===== src/rtl/lane_pkg.sv =====
package lane_pkg;

  typedef enum logic [2:0] {
    OP_LDW = 3'd0,
    OP_LDH = 3'd1,
    OP_LDB = 3'd2,
    OP_STW = 3'd3,
    OP_STH = 3'd4,
    OP_STB = 3'd5,
    OP_SWW = 3'd6,
    OP_SWB = 3'd7
  } lane_op_e;

  typedef enum logic [2:0] {
    ST_IDLE,
    ST_RD,
    ST_MRG,
    ST_WR,
    ST_RESP
  } lane_state_e;

  function automatic logic op_is_byte(lane_op_e op);
    return (op == OP_LDB) || (op == OP_STB) || (op == OP_SWB);
  endfunction

  function automatic logic op_is_word(lane_op_e op);
    return (op == OP_LDW) || (op == OP_STW) || (op == OP_SWW);
  endfunction

  function automatic logic op_is_swap(lane_op_e op);
    return (op == OP_SWW) || (op == OP_SWB);
  endfunction

  function automatic logic op_writes(lane_op_e op);
    return (op == OP_STW) || (op == OP_STH) || (op == OP_STB) || op_is_swap(op);
  endfunction

  function automatic logic op_returns(lane_op_e op);
    return (op == OP_LDW) || (op == OP_LDH) || (op == OP_LDB) || op_is_swap(op);
  endfunction

endpackage


===== src/rtl/lane_steer.sv =====
module lane_steer #(
  parameter int DATA_W = 32,
  localparam int BYTES = DATA_W / 8,
  localparam int IDX_W = $clog2(BYTES)
) (
  input  logic [DATA_W-1:0] word_i,
  input  logic [IDX_W-1:0]  addr_lo_i,
  input  logic              byte_i,
  input  logic              big_i,
  input  logic [DATA_W-1:0] wdata_i,
  output logic [DATA_W-1:0] load_o,
  output logic [DATA_W-1:0] merge_o
);
  localparam logic [IDX_W-1:0] FLIP_B = IDX_W'(BYTES - 1);
  localparam logic [IDX_W-1:0] FLIP_H = IDX_W'(BYTES - 2);
  localparam logic [IDX_W-1:0] HALF_ALIGN = ~IDX_W'(1);

  logic [IDX_W-1:0] lane_idx;
  logic [IDX_W+2:0] shamt;
  logic [DATA_W-1:0] mask;

  always_comb begin
    if (byte_i) begin
      lane_idx = (big_i ? FLIP_B : '0) ^ addr_lo_i;
      mask     = DATA_W'(8'hFF);
    end else begin
      lane_idx = (big_i ? FLIP_H : '0) ^ (addr_lo_i & HALF_ALIGN);
      mask     = DATA_W'(16'hFFFF);
    end
    shamt   = {lane_idx, 3'b000};
    load_o  = (word_i >> shamt) & mask;
    merge_o = (word_i & ~(mask << shamt)) | ((wdata_i & mask) << shamt);
  end
endmodule


===== src/rtl/lane_addr_decode.sv =====
module lane_addr_decode
  import lane_pkg::*;
#(
  parameter int          ADDR_W   = 32,
  parameter int unsigned WIN_LO   = 32'h0080_0000,
  parameter int unsigned WIN_HI   = 32'h01A0_0000,
  parameter int unsigned DBG_ADDR = 32'h0300_0000
) (
  input  logic [ADDR_W-1:0] addr_i,
  input  lane_op_e          op_i,
  input  logic              seq_i,
  output logic              in_win_o,
  output logic              dbg_hit_o,
  output logic              seq_inc_o,
  output logic [1:0]        nseq_inc_o
);
  always_comb begin
    in_win_o  = (addr_i >= ADDR_W'(WIN_LO)) && (addr_i < ADDR_W'(WIN_HI));
    dbg_hit_o = ((op_i == OP_STB) || (op_i == OP_STH)) && (addr_i == ADDR_W'(DBG_ADDR));
    seq_inc_o  = 1'b0;
    nseq_inc_o = 2'd1;
    if (op_is_swap(op_i)) begin
      nseq_inc_o = 2'd2;
    end else if (op_is_word(op_i) && seq_i) begin
      seq_inc_o  = 1'b1;
      nseq_inc_o = 2'd0;
    end
  end
endmodule


===== src/rtl/lane_cycle_stats.sv =====
module lane_cycle_stats #(
  parameter int CNT_W = 32,
  parameter int AMT_W = 8
) (
  input  logic             clk,
  input  logic             rst_n,
  input  logic             acc_fire_i,
  input  logic             seq_inc_i,
  input  logic [1:0]       nseq_inc_i,
  input  logic             flag_touch_i,
  input  logic             flag_set_i,
  input  logic             int_v_i,
  input  logic [AMT_W-1:0] int_amt_i,
  input  logic             cop_v_i,
  input  logic [AMT_W-1:0] cop_amt_i,
  output logic             abort_flag_o,
  output logic [CNT_W-1:0] cnt_seq_o,
  output logic [CNT_W-1:0] cnt_nseq_o,
  output logic [CNT_W-1:0] cnt_int_o,
  output logic [CNT_W-1:0] cnt_cop_o
);
  always_ff @(posedge clk or negedge rst_n) begin
    if (!rst_n) begin
      abort_flag_o <= 1'b0;
      cnt_seq_o    <= '0;
      cnt_nseq_o   <= '0;
      cnt_int_o    <= '0;
      cnt_cop_o    <= '0;
    end else begin
      if (acc_fire_i) begin
        cnt_seq_o  <= cnt_seq_o + CNT_W'(seq_inc_i);
        cnt_nseq_o <= cnt_nseq_o + CNT_W'(nseq_inc_i);
      end
      if (int_v_i) cnt_int_o <= cnt_int_o + CNT_W'(int_amt_i);
      if (cop_v_i) cnt_cop_o <= cnt_cop_o + CNT_W'(cop_amt_i);
      if (int_v_i || cop_v_i) abort_flag_o <= 1'b0;
      else if (flag_touch_i)  abort_flag_o <= flag_set_i;
    end
  end

  assert_report_clears_R10: assert property (@(posedge clk) disable iff (!rst_n)
    (int_v_i || cop_v_i) |=> !abort_flag_o);
  assert_touch_sets_R5: assert property (@(posedge clk) disable iff (!rst_n)
    (flag_touch_i && flag_set_i && !int_v_i && !cop_v_i) |=> abort_flag_o);
endmodule


===== src/rtl/mem_lane_unit.sv =====
module mem_lane_unit
  import lane_pkg::*;
#(
  parameter int          ADDR_W     = 32,
  parameter int          DATA_W     = 32,
  parameter int          CNT_W      = 32,
  parameter int          AMT_W      = 8,
  parameter int unsigned WIN_LO     = 32'h0080_0000,
  parameter int unsigned WIN_HI     = 32'h01A0_0000,
  parameter int unsigned DBG_ADDR   = 32'h0300_0000,
  parameter logic [31:0] ABORT_WORD = 32'hBAD0_C0DE,
  localparam int IDX_W = $clog2(DATA_W / 8),
  localparam int MA_W  = ADDR_W - IDX_W
) (
  input  logic              clk,
  input  logic              rst_n,
  input  logic              req_valid,
  output logic              req_ready,
  input  logic [2:0]        req_op,
  input  logic [ADDR_W-1:0] req_addr,
  input  logic [DATA_W-1:0] req_wdata,
  input  logic              req_seq,
  input  logic              req_big,
  output logic              rsp_valid,
  input  logic              rsp_ready,
  output logic [DATA_W-1:0] rsp_data,
  output logic              rsp_abort,
  output logic              mem_en,
  output logic              mem_we,
  output logic [MA_W-1:0]   mem_addr,
  output logic [DATA_W-1:0] mem_wdata,
  input  logic [DATA_W-1:0] mem_rdata,
  output logic              dbg_char_valid,
  output logic [7:0]        dbg_char,
  output logic              halt,
  input  logic              int_cyc_valid,
  input  logic [AMT_W-1:0]  int_cyc_amt,
  input  logic              cop_cyc_valid,
  input  logic [AMT_W-1:0]  cop_cyc_amt,
  output logic              abort_flag,
  output logic [CNT_W-1:0]  cnt_seq,
  output logic [CNT_W-1:0]  cnt_nseq,
  output logic [CNT_W-1:0]  cnt_int,
  output logic [CNT_W-1:0]  cnt_cop
);
  lane_state_e       state;
  lane_op_e          op_in, op_q;
  logic [ADDR_W-1:0] addr_q;
  logic [DATA_W-1:0] wdata_q, wr_q;
  logic              big_q, abort_q;
  logic              accept, in_win, dbg_hit, seq_inc;
  logic [1:0]        nseq_inc;
  logic [DATA_W-1:0] src_word, lane_load, lane_merge;

  assign op_in     = lane_op_e'(req_op);
  assign req_ready = (state == ST_IDLE);
  assign accept    = req_valid && req_ready;
  assign rsp_valid = (state == ST_RESP);
  assign mem_en    = (state == ST_RD) || (state == ST_WR);
  assign mem_we    = (state == ST_WR);
  assign mem_addr  = addr_q[ADDR_W-1:IDX_W];
  assign mem_wdata = wr_q;
  assign src_word  = abort_q ? DATA_W'(ABORT_WORD) : mem_rdata;

  lane_addr_decode #(
    .ADDR_W(ADDR_W), .WIN_LO(WIN_LO), .WIN_HI(WIN_HI), .DBG_ADDR(DBG_ADDR)
  ) u_dec (
    .addr_i(req_addr), .op_i(op_in), .seq_i(req_seq),
    .in_win_o(in_win), .dbg_hit_o(dbg_hit),
    .seq_inc_o(seq_inc), .nseq_inc_o(nseq_inc)
  );

  lane_steer #(.DATA_W(DATA_W)) u_steer (
    .word_i(src_word), .addr_lo_i(addr_q[IDX_W-1:0]), .byte_i(op_is_byte(op_q)),
    .big_i(big_q), .wdata_i(wdata_q), .load_o(lane_load), .merge_o(lane_merge)
  );

  lane_cycle_stats #(.CNT_W(CNT_W), .AMT_W(AMT_W)) u_stats (
    .clk(clk), .rst_n(rst_n),
    .acc_fire_i(accept), .seq_inc_i(seq_inc), .nseq_inc_i(nseq_inc),
    .flag_touch_i(accept && !dbg_hit), .flag_set_i(in_win),
    .int_v_i(int_cyc_valid), .int_amt_i(int_cyc_amt),
    .cop_v_i(cop_cyc_valid), .cop_amt_i(cop_cyc_amt),
    .abort_flag_o(abort_flag), .cnt_seq_o(cnt_seq), .cnt_nseq_o(cnt_nseq),
    .cnt_int_o(cnt_int), .cnt_cop_o(cnt_cop)
  );

  always_ff @(posedge clk or negedge rst_n) begin
    if (!rst_n) begin
      state          <= ST_IDLE;
      op_q           <= OP_LDW;
      addr_q         <= '0;
      wdata_q        <= '0;
      wr_q           <= '0;
      big_q          <= 1'b0;
      abort_q        <= 1'b0;
      rsp_data       <= '0;
      rsp_abort      <= 1'b0;
      dbg_char_valid <= 1'b0;
      dbg_char       <= '0;
      halt           <= 1'b0;
    end else begin
      dbg_char_valid <= 1'b0;
      unique case (state)
        ST_IDLE: if (accept) begin
          op_q      <= op_in;
          addr_q    <= req_addr;
          wdata_q   <= req_wdata;
          big_q     <= req_big;
          wr_q      <= req_wdata;
          rsp_data  <= '0;
          abort_q   <= 1'b0;
          rsp_abort <= 1'b0;
          if (dbg_hit) begin
            if (req_wdata == DATA_W'(4)) halt <= 1'b1;
            else begin
              dbg_char_valid <= 1'b1;
              dbg_char       <= req_wdata[7:0];
            end
            state <= ST_RESP;
          end else if (in_win) begin
            abort_q   <= 1'b1;
            rsp_abort <= 1'b1;
            state     <= ST_MRG;
          end else if (op_in == OP_STW) begin
            state <= ST_WR;
          end else begin
            state <= ST_RD;
          end
        end
        ST_RD: state <= ST_MRG;
        ST_MRG: begin
          if (op_returns(op_q)) rsp_data <= op_is_word(op_q) ? src_word : lane_load;
          if (!op_is_word(op_q)) wr_q <= lane_merge;
          state <= (!abort_q && op_writes(op_q)) ? ST_WR : ST_RESP;
        end
        ST_WR: state <= ST_RESP;
        ST_RESP: if (rsp_ready) state <= ST_IDLE;
        default: state <= ST_IDLE;
      endcase
    end
  end

  assert_no_mem_in_window_R5: assert property (@(posedge clk) disable iff (!rst_n)
    mem_en |-> !abort_q);
  assert_rsp_hold_R11: assert property (@(posedge clk) disable iff (!rst_n)
    (rsp_valid && !rsp_ready) |=> (rsp_valid && $stable(rsp_data) && $stable(rsp_abort)));
  assert_one_at_a_time_R11: assert property (@(posedge clk) disable iff (!rst_n)
    !(req_ready && rsp_valid));
  assert_read_before_merge_write_R3: assert property (@(posedge clk) disable iff (!rst_n)
    (mem_we && !(op_q == OP_STW)) |-> ($past(state) == ST_MRG));
  assert_dbg_no_mem_R8: assert property (@(posedge clk) disable iff (!rst_n)
    dbg_char_valid |-> !mem_en);
  assert_halt_sticky_R8: assert property (@(posedge clk) disable iff (!rst_n)
    halt |=> halt);
endmodule


===== config.mk =====
export PLATFORM = sky130hd
export DESIGN_NAME = mem_lane_unit
export DESIGN_NICKNAME = d
export VERILOG_FILES = /design/src/rtl/lane_pkg.sv /design/src/rtl/lane_steer.sv /design/src/rtl/lane_addr_decode.sv /design/src/rtl/lane_cycle_stats.sv /design/src/rtl/mem_lane_unit.sv
export SDC_FILE = /design/constraint.sdc
export NUM_CORES = 1
export LEC_CHECK = 0
export BUFFER_PORTS_ARGS = -buffer_cell sky130_fd_sc_hd__clkbuf_2
export CAP_MARGIN = 0
export CELL_PAD_IN_SITES_DETAIL_PLACEMENT = 1
export CELL_PAD_IN_SITES_GLOBAL_PLACEMENT = 1
export CORE_ASPECT_RATIO = 0.75
export CORE_MARGIN = 8
export CORE_UTILIZATION = 44
export CTS_BUF_LIST = sky130_fd_sc_hd__clkbuf_2 sky130_fd_sc_hd__clkbuf_4 sky130_fd_sc_hd__clkbuf_8
export DETAILED_ROUTE_END_ITERATION = 6
export PLACE_DENSITY = 0.88
export RECOVER_POWER = 100
export SETUP_SLACK_MARGIN = 0.3
export SLEW_MARGIN = 10
export SYNTH_ARGS = -nofsm -noshare
export SYNTH_HDL_FRONTEND = slang
export SYNTH_SLANG_ARGS = --single-unit

===== constraint.sdc =====
create_clock -name clk -period 6.45 [get_ports clk]
set_clock_uncertainty 0.1 [all_clocks]
set_input_delay 0.3225 -clock clk [delete_from_list [all_inputs] [get_ports clk]]
set_output_delay 0.3225 -clock clk [all_outputs]
set_load 0.02 [all_outputs]

==> results of run 1 <==
## flip-flops by register name, indices dropped and copies added (netlist names), 3 cells and up
name / flops
u_stats.cnt_cop_o: 32
mem_wdata: 32
u_stats.cnt_int_o: 32
addr_q: 32
wdata_q: 16
rsp_data: 32
op_q: 3
state: 3
dbg_char: 8
u_stats.cnt_seq_o: 32
u_stats.cnt_nseq_o: 32
## layout make-up
class	count	area, µm²	share of cell area
Timing Repair Buffer	458	2460	0.153
Tap cell	392	490	0.0306
Inverter	24	90.1	0.00561
Clock inverter	4	25.0	0.00156
Clock buffer	67	822	0.0512
Antenna cell	3	7.51	0.000468
Sequential cell	259	6480	0.404
Multi-Input combinational cell	950	5670	0.353
## worst paths after layout
kind / to / slack (ps) / cells past startpoint
worst max-delay path: u_stats.abort_flag_o / 2470 / 6
worst max register to register: u_stats.abort_flag_o / 2470 / 6
min in group asynchronous: rsp_data[19] / 1260 / 2
worst min-delay path: rsp_data[20] / 40 / 3
max in group asynchronous: u_stats.cnt_int_o[24] / 2910 / 2
worst min register to register: addr_q[17] / 370 / 2
## metrics by stage
stage	instances	util	total power (W)	setup WS, ps	area, µm²
after CTS	2154	0.570	0.00724	3420	16400
after global routing	2156	0.557	0.00763	2190	16000
final	2157	0.558	0.00725	2470	16000
after global placement	1995	0.510	0.00550	3530	14700
after floorplan	1316	-	0.00455	4020	12700
after detailed placement	1995	0.510	0.00567	3440	14700
## cell usage after synthesis, types with 21 or more instances
cell	number
dfrtp_1	259
clkbuf_1	32
xnor2_1	85
nor2_1	113
o21ai_0	31
and3_1	21
xor2_1	38
nand2_1	270
nand4_1	35
inv_1	23
nor3_1	26
a21oi_1	47
nand3_1	41
buf_4	30
## critical path, delay by kind of cell, from the launching register on
| family | cells | cell delay [ps] |
|---|---|---|
| and+or+nand+nor | 4 | 780 |
| buffers and inverters | 1 | 2200 |
| muxes | 1 | 250 |
| DFF | 1 | 490 |
## power groups by stage
stage	registers, W	logic, W	clock network (W)
after floorplan	0.00270	0.00185	0
after global placement	0.00248	0.00302	0
after detailed placement	0.00251	0.00316	0
after CTS	0.00250	0.00322	0.00152
after global routing	0.00256	0.00345	0.00162
final	0.00252	0.00320	0.00153
## metal layers
layer	up-vias	part of all wire
met5	-	0
met1	6292	0.39
met2	657	0.48
li1	5360	-
met3	165	0.091
met4	0	0.042
## what timing repair did
action	4_1_cts	5_1_grt
hold endpoints to repair	230	0
buffers inserted	0	0
hold buffers	88	0
## cells by family after synthesis
logic type | after synthesis | synth area share
buffers and inverters | 107 | 0.0426
adders and majority gates | 23 | 0.0244
and+or+nand+nor | 584 | 0.210
AOI/OAI and AO/OA | 193 | 0.104
muxes | 27 | 0.0256
xor gates and xnor gates | 123 | 0.0846
DFF | 259 | 0.509
==> metrics.txt, run 1 <==
aggregate global routing overflow 0; Worst Hold Class input port to register; Psw 0.00339 W; Setup TNS Final 0 ps; 1st-iter DRT viols 1031; # DRC 0; final setup fails 0; cell-internal power 0.00386 W; IO Count 361; Netlist cell types 60; post-synthesis area per instance 9.68 µm²; CTS tree done; fmax 251 MHz; gpl congestion 0.932; commonest non-fill, non-tap cell in the layout nand2_1; Pleak 7.45 nW; EDFF count, synth 0; largest net degree at the start of global routing 137; failing checks max-capacitance violations, max-slew violations; number of port buffers 360; M3 GR Usage 0.0871; vias in the first global route 13600; most frequent cells in the layout nand2_1, dfrtp_1, clkbuf_1; critical path peak fanout 59; number of placement rows 54; crit end category register; Die Width 212 µm; CP startpoint state[1]; Antenna Nets Post-Route 0; GRT met2 Usage 0.507; Starting Density 0.443; full die area 34700 µm²; CTS root buf clkbuf_8; met1 GRT Util 0.383; Net Sw Frac 0.467; Max Root-Sink Buffers 3; initial antenna violation count 2; share of the synthesized area in the top cell type 0.509; Worst Min Path Start mem_rdata[20]; Critical Path RT 6770 ps; CP arrival 4300 ps; sequential-to-total area share from yosys stat 0.509; Clock Sinks 259; CTS H-tree depth 2; final hold violation count 0; vertical die dimension 163 µm; post-DR wirelength/cell 25.2 µm; Synthesized Nets 1462; outcome finished with violations; post-cts resize count 0; Clock power frac 0.211; Synthesis Warnings 0; Min Hold Slack 38.1 ps; first-pass GRT wire length 83300 µm; post-synthesis async set-or-reset flop share 1.00; cell breakdown of the critical path nand2b_1, or3_2, clkbuf_1, nor2_1, mux2i_1, nor3_1; GRT Resource Usage Total 0.310; max_cap viols 3; Worst R2R Start state[1]; ys flop type dfrtp_1; Num CTS Buffers 44; share of layout cells above drive strength 1 0.127; Clock transition at path regs 60 ps; number of fillers in the final layout 3514; clk_lat worst skew 590 ps; final layout net count 1883; post-DP HPWL 36100 µm; Largest stage delay, worst path 2200 ps; ranking of synthesized cells by area dfrtp_1, nand2_1, xnor2_1; RSZ-0062 raised after global routing false; CP max stage cell clkbuf_1; max-slew violation count 225; Final Cycle Share 0.617; Synth Register Bits 259; vias per cell 5.78; Comb power frac 0.442; Mapped Cells 1316; Core ar. 28800 µm²; WS Path Type register to register; Synth area leader dfrtp_1; vias after detailed routing 12500; Worst setup SP type register; pwr dens 452 nW/µm²; Slew @ Worst Pin 3330 ps; Area Growth Syn to Fin 26.0%; min Tclk post-route 3980 ps; Reg power frac 0.348; synthesized area 12700 µm²; global routing's busiest layer met2; Routed WL 54300 µm; Max VDD drop 212 µV; Worst slew margin -1.22; DRT Pass-1 Iters 5
Power figures use the tool's default switching activity.
==> run 2, diff against run 1 <==
- CORE_UTILIZATION: 44 -> 41
- PLACE_DENSITY: 0.88 -> 0.83
- clock period: 6.45 -> 3.8 ns (I/O delays scaled with it)
==> metrics.txt, run 2 (synthesized netlist as in run 1, its figures left out) <==
Worst R2R Start op_q[0]; vias per cell 5.64; first-pass GRT wire length 82300 µm; Worst path depth 7; initial antenna violation count 3; IO Count 361; Critical path buffers and inverters 1; share of layout cells above drive strength 1 0.133; worst setup path endpoint mem_wdata[22]; Clock transition at path regs 60 ps; Reg2Reg Depth 7; # DRC 0; CTS tree done; RSZ-0062 raised after global routing false; met2 WL 24700 µm; routed wl met3 5150 µm; Die Width 220 µm; CP startpoint op_q[0]; gpl congestion 0.928; Final Cell Area 16500 µm²; CP max stage cell nor2_1; Clock Sinks 259; largest net degree at the start of global routing 94; post-DP HPWL 36200 µm; number of fillers in the final layout 3712; Worst Hold Class input port to register; Routed WL 53300 µm; min Tclk post-route 3230 ps; max-slew violation count 76; Antenna Nets Post-Route 0; Min Hold Slack 105 ps; Num CTS Buffers 44; Core ar. 30900 µm²; CP arrival 3540 ps; full die area 37000 µm²; most used cell, CP nor2_1; placed cell areas 14700 µm²; vias after detailed routing 12400; DRT Pass-1 Iters 6; failing checks max-capacitance violations, max-slew violations; R2R Setup Slk 570 ps; Net Sw Frac 0.455; post-DR wirelength/cell 24.2 µm; number of port buffers 360; 1st-iter DRT viols 1068; sequential standard cell area 6480 µm²; critical path peak fanout 17; fmax 309 MHz; WS Path Type register to register; cell breakdown of the critical path and2_0, o21a_1, nor2_1, clkbuf_1, nor2_1, a21oi_1, o21ai_0; number of placement rows 56; footprint of the multi-input gates 5690 µm²; final hold violation count 0; Slew @ Worst Pin 2070 ps; CTS H-tree depth 2; Comb power frac 0.432; Max Root-Sink Buffers 3; cell-internal power 0.00681 W; GRT Resource Usage Total 0.283; most frequent cells in the layout nand2_1, dfrtp_1, clkbuf_1; final layout net count 1910; clk_lat worst skew 590 ps; post-cts resize count 0; Worst slew margin -0.378; M1 WL 21100 µm; Reg2Reg Capture Point mem_wdata[22]; CTS root buf clkbuf_8; pwr dens 758 nW/µm²; Area Growth Syn to Fin 29.5%; outcome finished with violations; Worst setup SP type register; hold path depth 4; aggregate global routing overflow 0; Reg power frac 0.345; vias in the first global route 13600; Psw 0.00568 W; final setup fails 0; Starting Density 0.412; Clock power frac 0.223; Final Cycle Share 0.851; vertical die dimension 169 µm; Pleak 7.66 nW; Largest stage delay, worst path 810 ps; CP top delay family simple AND/OR/NAND/NOR gates; Max Used Layer met5; max_cap viols 1; Max VDD drop 371 µV; commonest non-fill, non-tap cell in the layout nand2_1; Setup TNS Final 0 ps; crit end category register; Util after Layout 0.534; Critical Path RT 4110 ps
==> run 2: per-layer routing <==
metal,global-route usage,vias up
met2,0.449,610
met3,0.0890,170
li1,-,5430
met1,0.354,6224
met4,0.121,2
met5,0,-
==> run 2: layout make-up <==
| class | instances | area share |
|---|---|---|
| multi-input cells | 950 | 0.345 |
| well taps | 406 | 0.0308 |
| diodes | 2 | 0.000303 |
| flip-flops and latches | 259 | 0.393 |
| clock buffers | 76 | 0.0577 |
| inverters | 24 | 0.00546 |
| repair buffers | 485 | 0.166 |
| clock inverters | 4 | 0.00152 |
==> run 2: stage by stage <==
| stage | instances | total power, W | setup WS, ps |
|---|---|---|---|
| 6_report | 2206 | 0.0125 | 566 |
| 3_3_place_gp | 2011 | 0.00934 | 968 |
| 3_5_place_dp | 2011 | 0.00956 | 829 |
| 5_1_grt | 2206 | 0.0132 | 467 |
| 4_1_cts | 2204 | 0.0125 | 758 |
| 2_1_floorplan | 1316 | 0.00773 | 1370 |
==> run 2: repair_timing <==
item / in CTS / in global routing
setup buffers: 0 / 0
endpoints found under the hold margin: 214 / 0
hold buffers: 113 / 0
==> run 2: worst min path at each step <==
stage | slack (ps) | end | from
global route | 90 | u_stats.cnt_int_o[4] | int_cyc_amt[4]
finish | 110 | u_stats.cnt_cop_o[9] | cop_cyc_amt[7]
global placement | 120 | rsp_data[16] | rst_n
detailed placement | 120 | rsp_data[16] | rst_n
CTS | 40 | rsp_data[12] | mem_rdata[12]
floorplan | -210 | abort_q | rst_n
==> run 2: power by group through the flow <==
stage                     Clock, W  Combinational (W)  Sequential (W)
after floorplan                  0            0.00314         0.00459
after global placement           0            0.00508         0.00425
after detailed placement         0            0.00526         0.00429
after CTS                  0.00282            0.00542         0.00426
after global routing       0.00297            0.00582         0.00439
final                      0.00279            0.00540         0.00431
==> run 2: worst register-to-register path, cell delays in order, from the launching register on <==
cell      delay (ps)
dfrtp_1          500
and2_0           250
o21a_1           410
nor2_1           810
clkbuf_1         540
nor2_1           110
a21oi_1          190
o21ai_0          130
